`src/rtl/hamm_pkg.sv`:
```
package hamm_pkg;

  function automatic int cdiv(input int a, input int b);
    return (a + b - 1) / b;
  endfunction

  // Registered stages: leaf, segment adder levels, word adder levels, compare.
  function automatic int latency_of(input int word_w, input int seg_w,
                                    input int leaf_w, input bit exact);
    if (exact) return 1;
    return 2 + $clog2(cdiv(seg_w, leaf_w)) + $clog2(word_w / seg_w);
  endfunction

endpackage

```
`src/rtl/hamm_leaf.sv`:
```
module hamm_leaf #(
  parameter int W = 6,
  localparam int CW = $clog2(W + 1)
) (
  input  logic [W-1:0]  bits_i,
  output logic [CW-1:0] cnt_o
);

  always_comb begin
    cnt_o = '0;
    for (int i = 0; i < W; i++) cnt_o = cnt_o + CW'(bits_i[i]);
  end

endmodule

```
`src/rtl/hamm_add_tree.sv`:
```
module hamm_add_tree #(
  parameter int N_IN  = 6,
  parameter int IN_W  = 3,
  parameter int OUT_W = 6,
  localparam int LVLS = $clog2(N_IN),
  localparam int P    = 1 << LVLS
) (
  input  logic                 clk,
  input  logic [N_IN*IN_W-1:0] in_flat,
  output logic [OUT_W-1:0]     sum_o
);

  for (genvar k = 0; k <= LVLS; k++) begin : g_lvl
    logic [OUT_W-1:0] node [P >> k];
    if (k == 0) begin : g_in
      for (genvar i = 0; i < P; i++) begin : g_pad
        if (i < N_IN) begin : g_real
          assign node[i] = OUT_W'(in_flat[i*IN_W +: IN_W]);
        end else begin : g_zero
          assign node[i] = '0;
        end
      end
    end else begin : g_add
      always_ff @(posedge clk) begin
        for (int i = 0; i < (P >> k); i++)
          node[i] <= g_lvl[k-1].node[2*i] + g_lvl[k-1].node[2*i+1];
      end
    end
  end

  assign sum_o = g_lvl[LVLS].node[0];

endmodule

```
`src/rtl/hamm_thresh_cmp.sv`:
```
module hamm_thresh_cmp #(
  parameter int WORD_W     = 128,
  parameter int SEG_W      = 32,
  parameter int LEAF_W     = 6,
  parameter bit EXACT_MODE = 1'b0,
  localparam int CNT_W     = $clog2(WORD_W + 1)
) (
  input  logic              clk,
  input  logic              rst,
  input  logic              in_valid,
  input  logic [WORD_W-1:0] in_word,
  input  logic [WORD_W-1:0] pattern,
  input  logic [CNT_W-1:0]  threshold,
  output logic              out_valid,
  output logic              out_match,
  output logic [CNT_W-1:0]  out_count
);

  localparam int LAT     = hamm_pkg::latency_of(WORD_W, SEG_W, LEAF_W, EXACT_MODE);
  localparam int N_SEG   = WORD_W / SEG_W;
  localparam int LEAF_N  = hamm_pkg::cdiv(SEG_W, LEAF_W);
  localparam int LEAF_CW = $clog2(LEAF_W + 1);
  localparam int SEG_CW  = $clog2(SEG_W + 1);

  if (EXACT_MODE) begin : g_exact
    always_ff @(posedge clk) begin
      out_count <= '0;
      if (rst) begin
        out_valid <= 1'b0;
        out_match <= 1'b0;
      end else begin
        out_valid <= in_valid;
        out_match <= in_valid && (in_word == pattern);
      end
    end
  end else begin : g_tol
    logic [WORD_W-1:0]       diff;
    logic [N_SEG*SEG_CW-1:0] seg_flat;
    logic [CNT_W-1:0]        total;
    logic [LAT-2:0]          vsr;
    logic [CNT_W-1:0]        thr_sr [LAT-1];

    assign diff = in_word ^ pattern;

    for (genvar s = 0; s < N_SEG; s++) begin : g_seg
      logic [LEAF_N*LEAF_W-1:0]  seg_bits;
      logic [LEAF_N*LEAF_CW-1:0] leaf_d;
      logic [LEAF_N*LEAF_CW-1:0] leaf_q;

      assign seg_bits = (LEAF_N*LEAF_W)'(diff[s*SEG_W +: SEG_W]);

      for (genvar j = 0; j < LEAF_N; j++) begin : g_leaf
        hamm_leaf #(.W(LEAF_W)) u_leaf (
          .bits_i (seg_bits[j*LEAF_W +: LEAF_W]),
          .cnt_o  (leaf_d[j*LEAF_CW +: LEAF_CW])
        );
      end

      always_ff @(posedge clk) leaf_q <= leaf_d;

      hamm_add_tree #(.N_IN(LEAF_N), .IN_W(LEAF_CW), .OUT_W(SEG_CW)) u_seg_sum (
        .clk     (clk),
        .in_flat (leaf_q),
        .sum_o   (seg_flat[s*SEG_CW +: SEG_CW])
      );
    end

    hamm_add_tree #(.N_IN(N_SEG), .IN_W(SEG_CW), .OUT_W(CNT_W)) u_word_sum (
      .clk     (clk),
      .in_flat (seg_flat),
      .sum_o   (total)
    );

    always_ff @(posedge clk) begin
      thr_sr[0] <= threshold;
      for (int i = 1; i < LAT - 1; i++) thr_sr[i] <= thr_sr[i-1];
      out_count <= total;
      if (rst) begin
        vsr       <= '0;
        out_valid <= 1'b0;
        out_match <= 1'b0;
      end else begin
        vsr       <= (LAT-1)'({vsr, in_valid});
        out_valid <= vsr[LAT-2];
        out_match <= vsr[LAT-2] && (total <= thr_sr[LAT-2]);
      end
    end
  end

endmodule

```
`config.mk`:
```
export PLATFORM = sky130hd
export DESIGN_NAME = hamm_thresh_cmp
export DESIGN_NICKNAME = d
export VERILOG_FILES = /design/src/rtl/hamm_pkg.sv /design/src/rtl/hamm_leaf.sv /design/src/rtl/hamm_add_tree.sv /design/src/rtl/hamm_thresh_cmp.sv
export SDC_FILE = /design/constraint.sdc
export NUM_CORES = 1
export LEC_CHECK = 0
export ABC_CLOCK_PERIOD_IN_PS = 5250
export BUFFER_PORTS_ARGS = -buffer_cell sky130_fd_sc_hd__buf_2
export CAP_MARGIN = 40
export CORE_MARGIN = 4
export CORE_UTILIZATION = 30
export DETAILED_ROUTE_END_ITERATION = 6
export HOLD_SLACK_MARGIN = 0.12
export PLACE_DENSITY = 0.6
export SLEW_MARGIN = 10
export SYNTH_ARGS = -nofsm -noshare
export SYNTH_HDL_FRONTEND = slang
export SYNTH_SLANG_ARGS = --single-unit
```
`constraint.sdc`:
```
create_clock -name clk -period 5.25 [get_ports clk]
set_input_delay 1.575 -clock clk [delete_from_list [all_inputs] [get_ports clk]]
set_output_delay 1.575 -clock clk [all_outputs]
set_load 0.05 [all_outputs]
```
==> results.ini, run 1 <==
[route]
vias = 6783
drtAntennaViolNets = 0
viasPerCell = 3.79
dr.first_iter.drc_count = 146
drcViolationCount = 0
drt_first_pass_iters = 4
routed_wl_mm = 18.4
wl_per_cell_um = 10.3

[floorplan]
initial_core_util_pct = 30.3
floorplan.rows = 71
fp.dieH_um = 203
die-area_um2 = 41100
die_x_um = 203
core_um2 = 37600
pin_count = 277

[yosys]
synth-edff-count = 0
yosysSeqAreaShare_pct = 46.1
synth.top_cell.area_share_pct = 46.1
syn_avg_cell_area_um2 = 11.9
synthCells = 955
syn_area_um2 = 11400
synthArstFlopShare_pct = 0
ys_ff_latch = 262
synth_top_area_cell = dfxtp_1
yosysWarningCount = 0
yosys-top-cells-area = dfxtp_1 (46%), fa_1 (15%), ha_1 (13%)
synth_fp_nets = 1420
netlist-cell-type-count = 23
ys.flop_type = dfxtp_1

[clock_tree]
clkSlewWorstSetupHoldPaths_ns = 0.06
clk_latency_ns = 0.53
postCtsResizedCells = 0
ctsHoldBuffers = 0
cts_max_level = 1
cts_tree = yes
cts_root_buffer = clkbuf_16
cts_buffer_depth = 3
cts_made_buffers = 28
postCtsSetupBuffers = 0
clock_sinks = 262

[worst_setup_path]
setup.worst_path.start_class = input pin
worstSetupPathType = input pin to register
crit_fanout = 1
critPathArrivalTime_ns = 3.72
crit_path_end_kind = register
required_ns = 5.72

[power]
power.total_uw = 8090
ir_drop_v = 0.000175
p_per_area_nw_per_um2 = 564
leakagePower_uw = 0.00725

[sta]
worst_slew_pin_slew_ns = 0.363
worst_slack_ns = 2.01
finalSetupViolations = 0
worst_clock_skew_ns = 0.00550
final.period_utilization_pct = 61.8
drv_slew = 0
hold_viol = 0
setup-tns-final_ns = 0
fmax_mhz = 308
rsz0062_at_grt = no
min_period_ns = 3.24
holdWs_ns = 0.322
slew_headroom_pct = 75.7

[cells_and_area]
area_delta_synth_final_pct = 26.0
layout.nets = 1726
layout-drive-gt1-share_pct = 25.2
diodes = 0
final_cells = 1791

[placed_design]
place_ws_ns = 1.45
place.gp.congestion = 0.775
dpl.cell_count = 1742
place_hpwl_mm = 15.3
portBuffers = 276

[min_path]
hold_path_class = register to register

[grt]
overflow = 0
track_usage_pct = 9.16
grt_pass1_vias = 7368
grt_max_degree = 14
grt_antenna_before_repair = 0
grt_pass1_wl_mm = 32.0

[job]
max-cap-violations = 0

[status]
status = finished clean

registers in the layout, summed over array words and instances (netlist names):
signal / cells
g_tol.thr_sr: 48
out_count: 8
out_valid: 1
g_tol.vsr: 6
g_tol.g_seg.u_seg_sum.g_lvl.node: 108
g_tol.g_seg.leaf_q: 68
out_match: 1
g_tol.u_word_sum.g_lvl.node: 22
stage by stage:
step | utilization [%] | area, um^2
floorplan | - | 11400
global placement | 35.7 | 13400
detailed placement | 35.7 | 13400
CTS | 38.2 | 14300
global route | 38.2 | 14300
finish | 38.2 | 14300
worst max-delay path, cell delays in order:
cell and delay, ns:
buf_2 0.10, xor2_1 0.16, ha_1 0.29, inv_1 0.06
fa_1 0.53, inv_1 0.06, fa_1 0.41, inv_1 0.07
fa_1 0.41, inv_1 0.06
placed cells by master (no fill, tap or decap), types with 7 or more instances in the layout:
master,count
nor2b_1,17
xnor2_1,75
fa_1,83
xor2_1,96
o21ai_0,16
inv_1,189
a21oi_1,25
dfxtp_1,262
a21o_1,33
a211oi_1,7
buf_2,276
nand2_1,9
ha_1,115
clkbuf_16,29
routing by layer:
| metal | share of wire [%] | GRT usage (%) | vias to the layer above | wire (um) |
|---|---|---|---|---|
| met5 | 0 | 0 | - | 0 |
| met4 | 2.8 | 2.79 | 0 | 517 |
| met3 | 5.6 | 1.77 | 35 | 1020 |
| met2 | 48 | 16.0 | 163 | 8880 |
| met1 | 43 | 11.5 | 3033 | 7950 |
| li1 | - | - | 3552 | - |
power by group:
part	leakage, uW	total, uW	switching, uW	internal, uW
registers	0.00220	3170	333	2840
clock network	0.000465	1970	750	1220
logic	0.00458	2950	1510	1440
area by class of cell:
| type | count | area (um^2) |
|---|---|---|
| inverters | 189 | 709 |
| multi-input cells | 504 | 5430 |
| clock inverters | 10 | 128 |
| flip-flops and latches | 262 | 5250 |
| repair buffers | 276 | 1380 |
| well taps | 511 | 639 |
| fillers | 3684 | 23200 |
| clock buffers | 39 | 813 |
path summary, 6_finish.rpt:
kind	slack [ns]	end	cells past startpoint	start
min reg2reg	0.32	g_tol.g_seg[2].u_seg_sum.g_lvl[2].node[0][6]	0	g_tol.g_seg[2].u_seg_sum.g_lvl[1].node[2][0]
max reg2reg	3.50	g_tol.u_word_sum.g_lvl[2].node[0][6]	6	g_tol.u_word_sum.g_lvl[1].node[0][0]
max	2.01	g_tol.g_seg[3].leaf_q[7]	10	pattern[108]
min	0.32	g_tol.g_seg[2].u_seg_sum.g_lvl[2].node[0][6]	0	g_tol.g_seg[2].u_seg_sum.g_lvl[1].node[2][0]
cells in the mapped netlist (2+ instances only):
| cell type | instances |
|---|---|
| dfxtp_1 | 262 |
| fa_1 | 83 |
| inv_1 | 189 |
| o21ai_0 | 16 |
| a21o_1 | 33 |
| o211ai_1 | 2 |
| nor3_1 | 2 |
| a21oi_1 | 25 |
| nand4_1 | 3 |
| nor2_1 | 6 |
| a211oi_1 | 7 |
| xor2_1 | 96 |
| nor2b_1 | 17 |
| ha_1 | 115 |
| nand2b_1 | 6 |
| xnor2_1 | 75 |
| o21bai_1 | 4 |
| nand2_1 | 9 |
logic make-up (layout without fill, tap and decap cells):
kind of cell	Yosys count	after routing	share of synthesized area [%]
simple gates	43	43	2.01
fa+ha+maj	198	198	27.2
compound gates	92	92	5.31
flops	262	262	46.1
xor+xnor	171	171	13.2
buf+inv	189	514	6.23
No activity file was read; power rests on OpenSTA's default activity.
==> inputs of run 2 (changes only) <==
--- a/config.mk
+++ b/config.mk
@@ -5,14 +5,15 @@
 export SDC_FILE = /design/constraint.sdc
 export NUM_CORES = 1
 export LEC_CHECK = 0
-export ABC_CLOCK_PERIOD_IN_PS = 5250
+export ABC_AREA = 1
+export ABC_CLOCK_PERIOD_IN_PS = 2800
 export BUFFER_PORTS_ARGS = -buffer_cell sky130_fd_sc_hd__buf_2
 export CAP_MARGIN = 40
 export CORE_MARGIN = 4
 export CORE_UTILIZATION = 30
 export DETAILED_ROUTE_END_ITERATION = 6
 export HOLD_SLACK_MARGIN = 0.12
-export PLACE_DENSITY = 0.6
+export PLACE_DENSITY = 0.62
 export SLEW_MARGIN = 10
 export SYNTH_ARGS = -nofsm -noshare
 export SYNTH_HDL_FRONTEND = slang
==> constraint.sdc (replaced) <==
create_clock -name clk -period 2.8 [get_ports clk]
set_input_delay 0.84 -clock clk [delete_from_list [all_inputs] [get_ports clk]]
set_output_delay 0.84 -clock clk [all_outputs]
set_load 0.05 [all_outputs]
==> run 2 against run 1 <==
Worst hold slack improved by 0.0021 ns. Critical path type unchanged. Sequential share of layout area down 0.38 points. Sequential cell count is the same. Largest cell class unchanged. Routed wire length rose by 2.4%.
==> results.ini, run 2 <==
[clock_tree]
cts_tree = yes
ctsHoldBuffers = 0
clk_latency_ns = 0.55
cts_root_buffer = clkbuf_16
postCtsSetupBuffers = 0
clock_sinks = 262
postCtsResizedCells = 0
cts_max_level = 1
cts_made_buffers = 29
cts_buffer_depth = 3
clkSlewWorstSetupHoldPaths_ns = 0.06

[cells_and_area]
layout_common_cells = buf_2 (276), dfxtp_1 (262), inv_1 (187), ha_1 (115), xor2_1 (114)
largest_reg_flops = 108
layout.nets = 1774
utilization_pct = 38.6
mostFrequentLayoutCell = buf_2
reg_top3 = g_tol.g_seg.u_seg_sum.g_lvl.node (108), g_tol.g_seg.leaf_q (68), g_tol.thr_sr (48)
top_register = g_tol.g_seg.u_seg_sum.g_lvl.node
nFillCells = 3645
diodes = 0
area_delta_synth_final_pct = 27.4
layout-drive-gt1-share_pct = 28.0

[route]
viasPerCell = 3.83
drtAntennaViolNets = 0
drcViolationCount = 0
wl_met3_mm = 1.18
drt-met1-wl_mm = 7.93
vias = 7050
wl_per_cell_um = 10.2
dr.first_iter.drc_count = 118
drt_first_pass_iters = 6
dr_wl_met2_mm = 9.21
routed_wl_mm = 18.8
dr.max_layer_used = met4

[grt]
track_usage_pct = 9.24
grt_max_degree = 16
grt_antenna_before_repair = 0
overflow = 0
grt_pass1_wl_mm = 32.4
grt_pass1_vias = 7574

[yosys]
synth_top_area_cell = dfxtp_1
synthArstFlopShare_pct = 0
syn_avg_cell_area_um2 = 11.4
yosys-top-cells-area = dfxtp_1 (46%), fa_1 (15%), ha_1 (13%)
ys_top_cells_by_count = dfxtp_1 (262), inv_1 (207), ha_1 (115), xor2_1 (114), fa_1 (83)
netlist-cell-type-count = 19
synth_fp_nets = 1467
synth-edff-count = 0
synth.top_cell.area_share_pct = 46.1
yosysSeqAreaShare_pct = 46.1
syn_area_um2 = 11400
yosysWarningCount = 0
ys.flop_type = dfxtp_1
synthCells = 1002
yosysMostFrequentCell = dfxtp_1
ys_ff_latch = 262

[worst_setup_path]
setup.worst_path.start_class = input pin
crit_chain = buf_2 -> xor2_1 -> ha_1 -> inv_1 -> fa_1 -> inv_1 -> fa_2 -> inv_2 -> fa_1 -> inv_1
worstSetupPathType = input pin to register
slowest_stage = fa_1
critPathArrivalTime_ns = 2.87
crit_fanout = 1
required_ns = 3.29
cp_common_cell = inv_1
path_delay_family = adder cells
crit_buf_inv = 5
crit_path_end_kind = register
slowest_delay_ns = 0.53

[sta]
min_period_ns = 2.39
worst_slew_pin_slew_ns = 0.377
drv_slew = 0
finalSetupViolations = 0
rsz0062_at_grt = no
fmax_mhz = 419
hold_viol = 0
worst_clock_skew_ns = 0.0130
final.period_utilization_pct = 85.3
slew_headroom_pct = 74.8

[floorplan]
die_x_um = 203
fp.dieH_um = 203
die-area_um2 = 41100
core_um2 = 37600
floorplan.rows = 71
pin_count = 277
initial_core_util_pct = 30.3

[job]
max-cap-violations = 0

[power]
leakagePower_uw = 0.00727
p_per_area_nw_per_um2 = 1060
power.total_uw = 15300
ir_drop_v = 0.000356

[placed_design]
place.gp.congestion = 0.783
portBuffers = 276
place_hpwl_mm = 15.6

[min_path]
hold_path_class = register to register

[status]
status = finished clean

## run 2: cell types whose count changed in the layout (fill, tap and decap cells not counted), sizes merged, moves of 6 or more
cell,change
nand2,+55
nand3,+38
a21o,-32
inv,+20
xnor2,-20
xor2,+18
nor2b,-17
a21oi,+13
o21ai,-10
a211oi,-8
nand2b,-6
## run 2: final cells by class
| class | instances | area, um^2 | share of cell area, % |
|---|---|---|---|
| inverter | 207 | 777 | 5.36 |
| multi-input combinational | 533 | 5410 | 37.3 |
| clock buffer | 39 | 843 | 5.82 |
| clock inverter | 15 | 203 | 1.40 |
| sequential | 262 | 5250 | 36.2 |
| timing repair buffer | 276 | 1380 | 9.53 |
| tap | 511 | 639 | 4.41 |
## run 2: worst reg2reg max path, stage by stage, from the launching register on
cell and delay, ns:
dfxtp_1 0.30, ha_1 0.23, fa_1 0.40, nand3_1 0.10
nand2_1 0.09, nand3_2 0.08, nand2_1 0.05, nand2_1 0.05
nand2_1 0.06
## run 2: final timing paths
path                                           startpoint                                           end  slack [ns]  depth (start not counted)
min          g_tol.g_seg[2].u_seg_sum.g_lvl[1].node[2][1]  g_tol.g_seg[2].u_seg_sum.g_lvl[2].node[0][7]        0.32                          0
max reg2reg          g_tol.u_word_sum.g_lvl[1].node[0][0]          g_tol.u_word_sum.g_lvl[2].node[0][6]        1.34                          8
min reg2reg  g_tol.g_seg[2].u_seg_sum.g_lvl[1].node[2][1]  g_tol.g_seg[2].u_seg_sum.g_lvl[2].node[0][7]        0.32                          0
max                                           pattern[44]                      g_tol.g_seg[1].leaf_q[7]        0.41                         10
## run 2: metal layers
metal | vias up | track usage (%)
met2 | 186 | 16.4
li1 | 3659 | -
met5 | - | 0
met4 | 0 | 2.62
met3 | 35 | 2.09
met1 | 3170 | 11.2
## run 2: cell families (layout without fill, tap and decap cells)
| family | Yosys count | after routing | share of synthesized area (%) |
|---|---|---|---|
| AND/OR/NAND/NOR | 114 | 114 | 4.29 |
| AO/OA/AOI/OAI | 52 | 52 | 2.56 |
| XOR/XNOR | 169 | 169 | 13.0 |
| buffers and inverters | 207 | 537 | 6.83 |
| adder cells (fa/ha/maj) | 198 | 198 | 27.2 |
| flip-flops | 262 | 262 | 46.1 |
## run 2: power by group
group | switching [uW] | total (uW) | internal (uW)
clock network | 1490 | 3970 | 2490
logic | 2960 | 5390 | 2430
registers | 615 | 5940 | 5330
total | 5060 | 15300 | 10300
## run 2: per-stage QoR
step	setup TNS (ns)	setup WS [ns]	hold WS [ns]	std cells	instance area, um^2
finish	0	0.412	0.324	1843	14500
global placement	-1.99	-0.137	0.312	1789	13500
CTS	0	0.427	0.324	1843	14500
global route	0	0.334	0.329	1843	14500
detailed placement	-2.47	-0.159	0.312	1789	13500
floorplan	0	0.0558	0.310	1002	11400
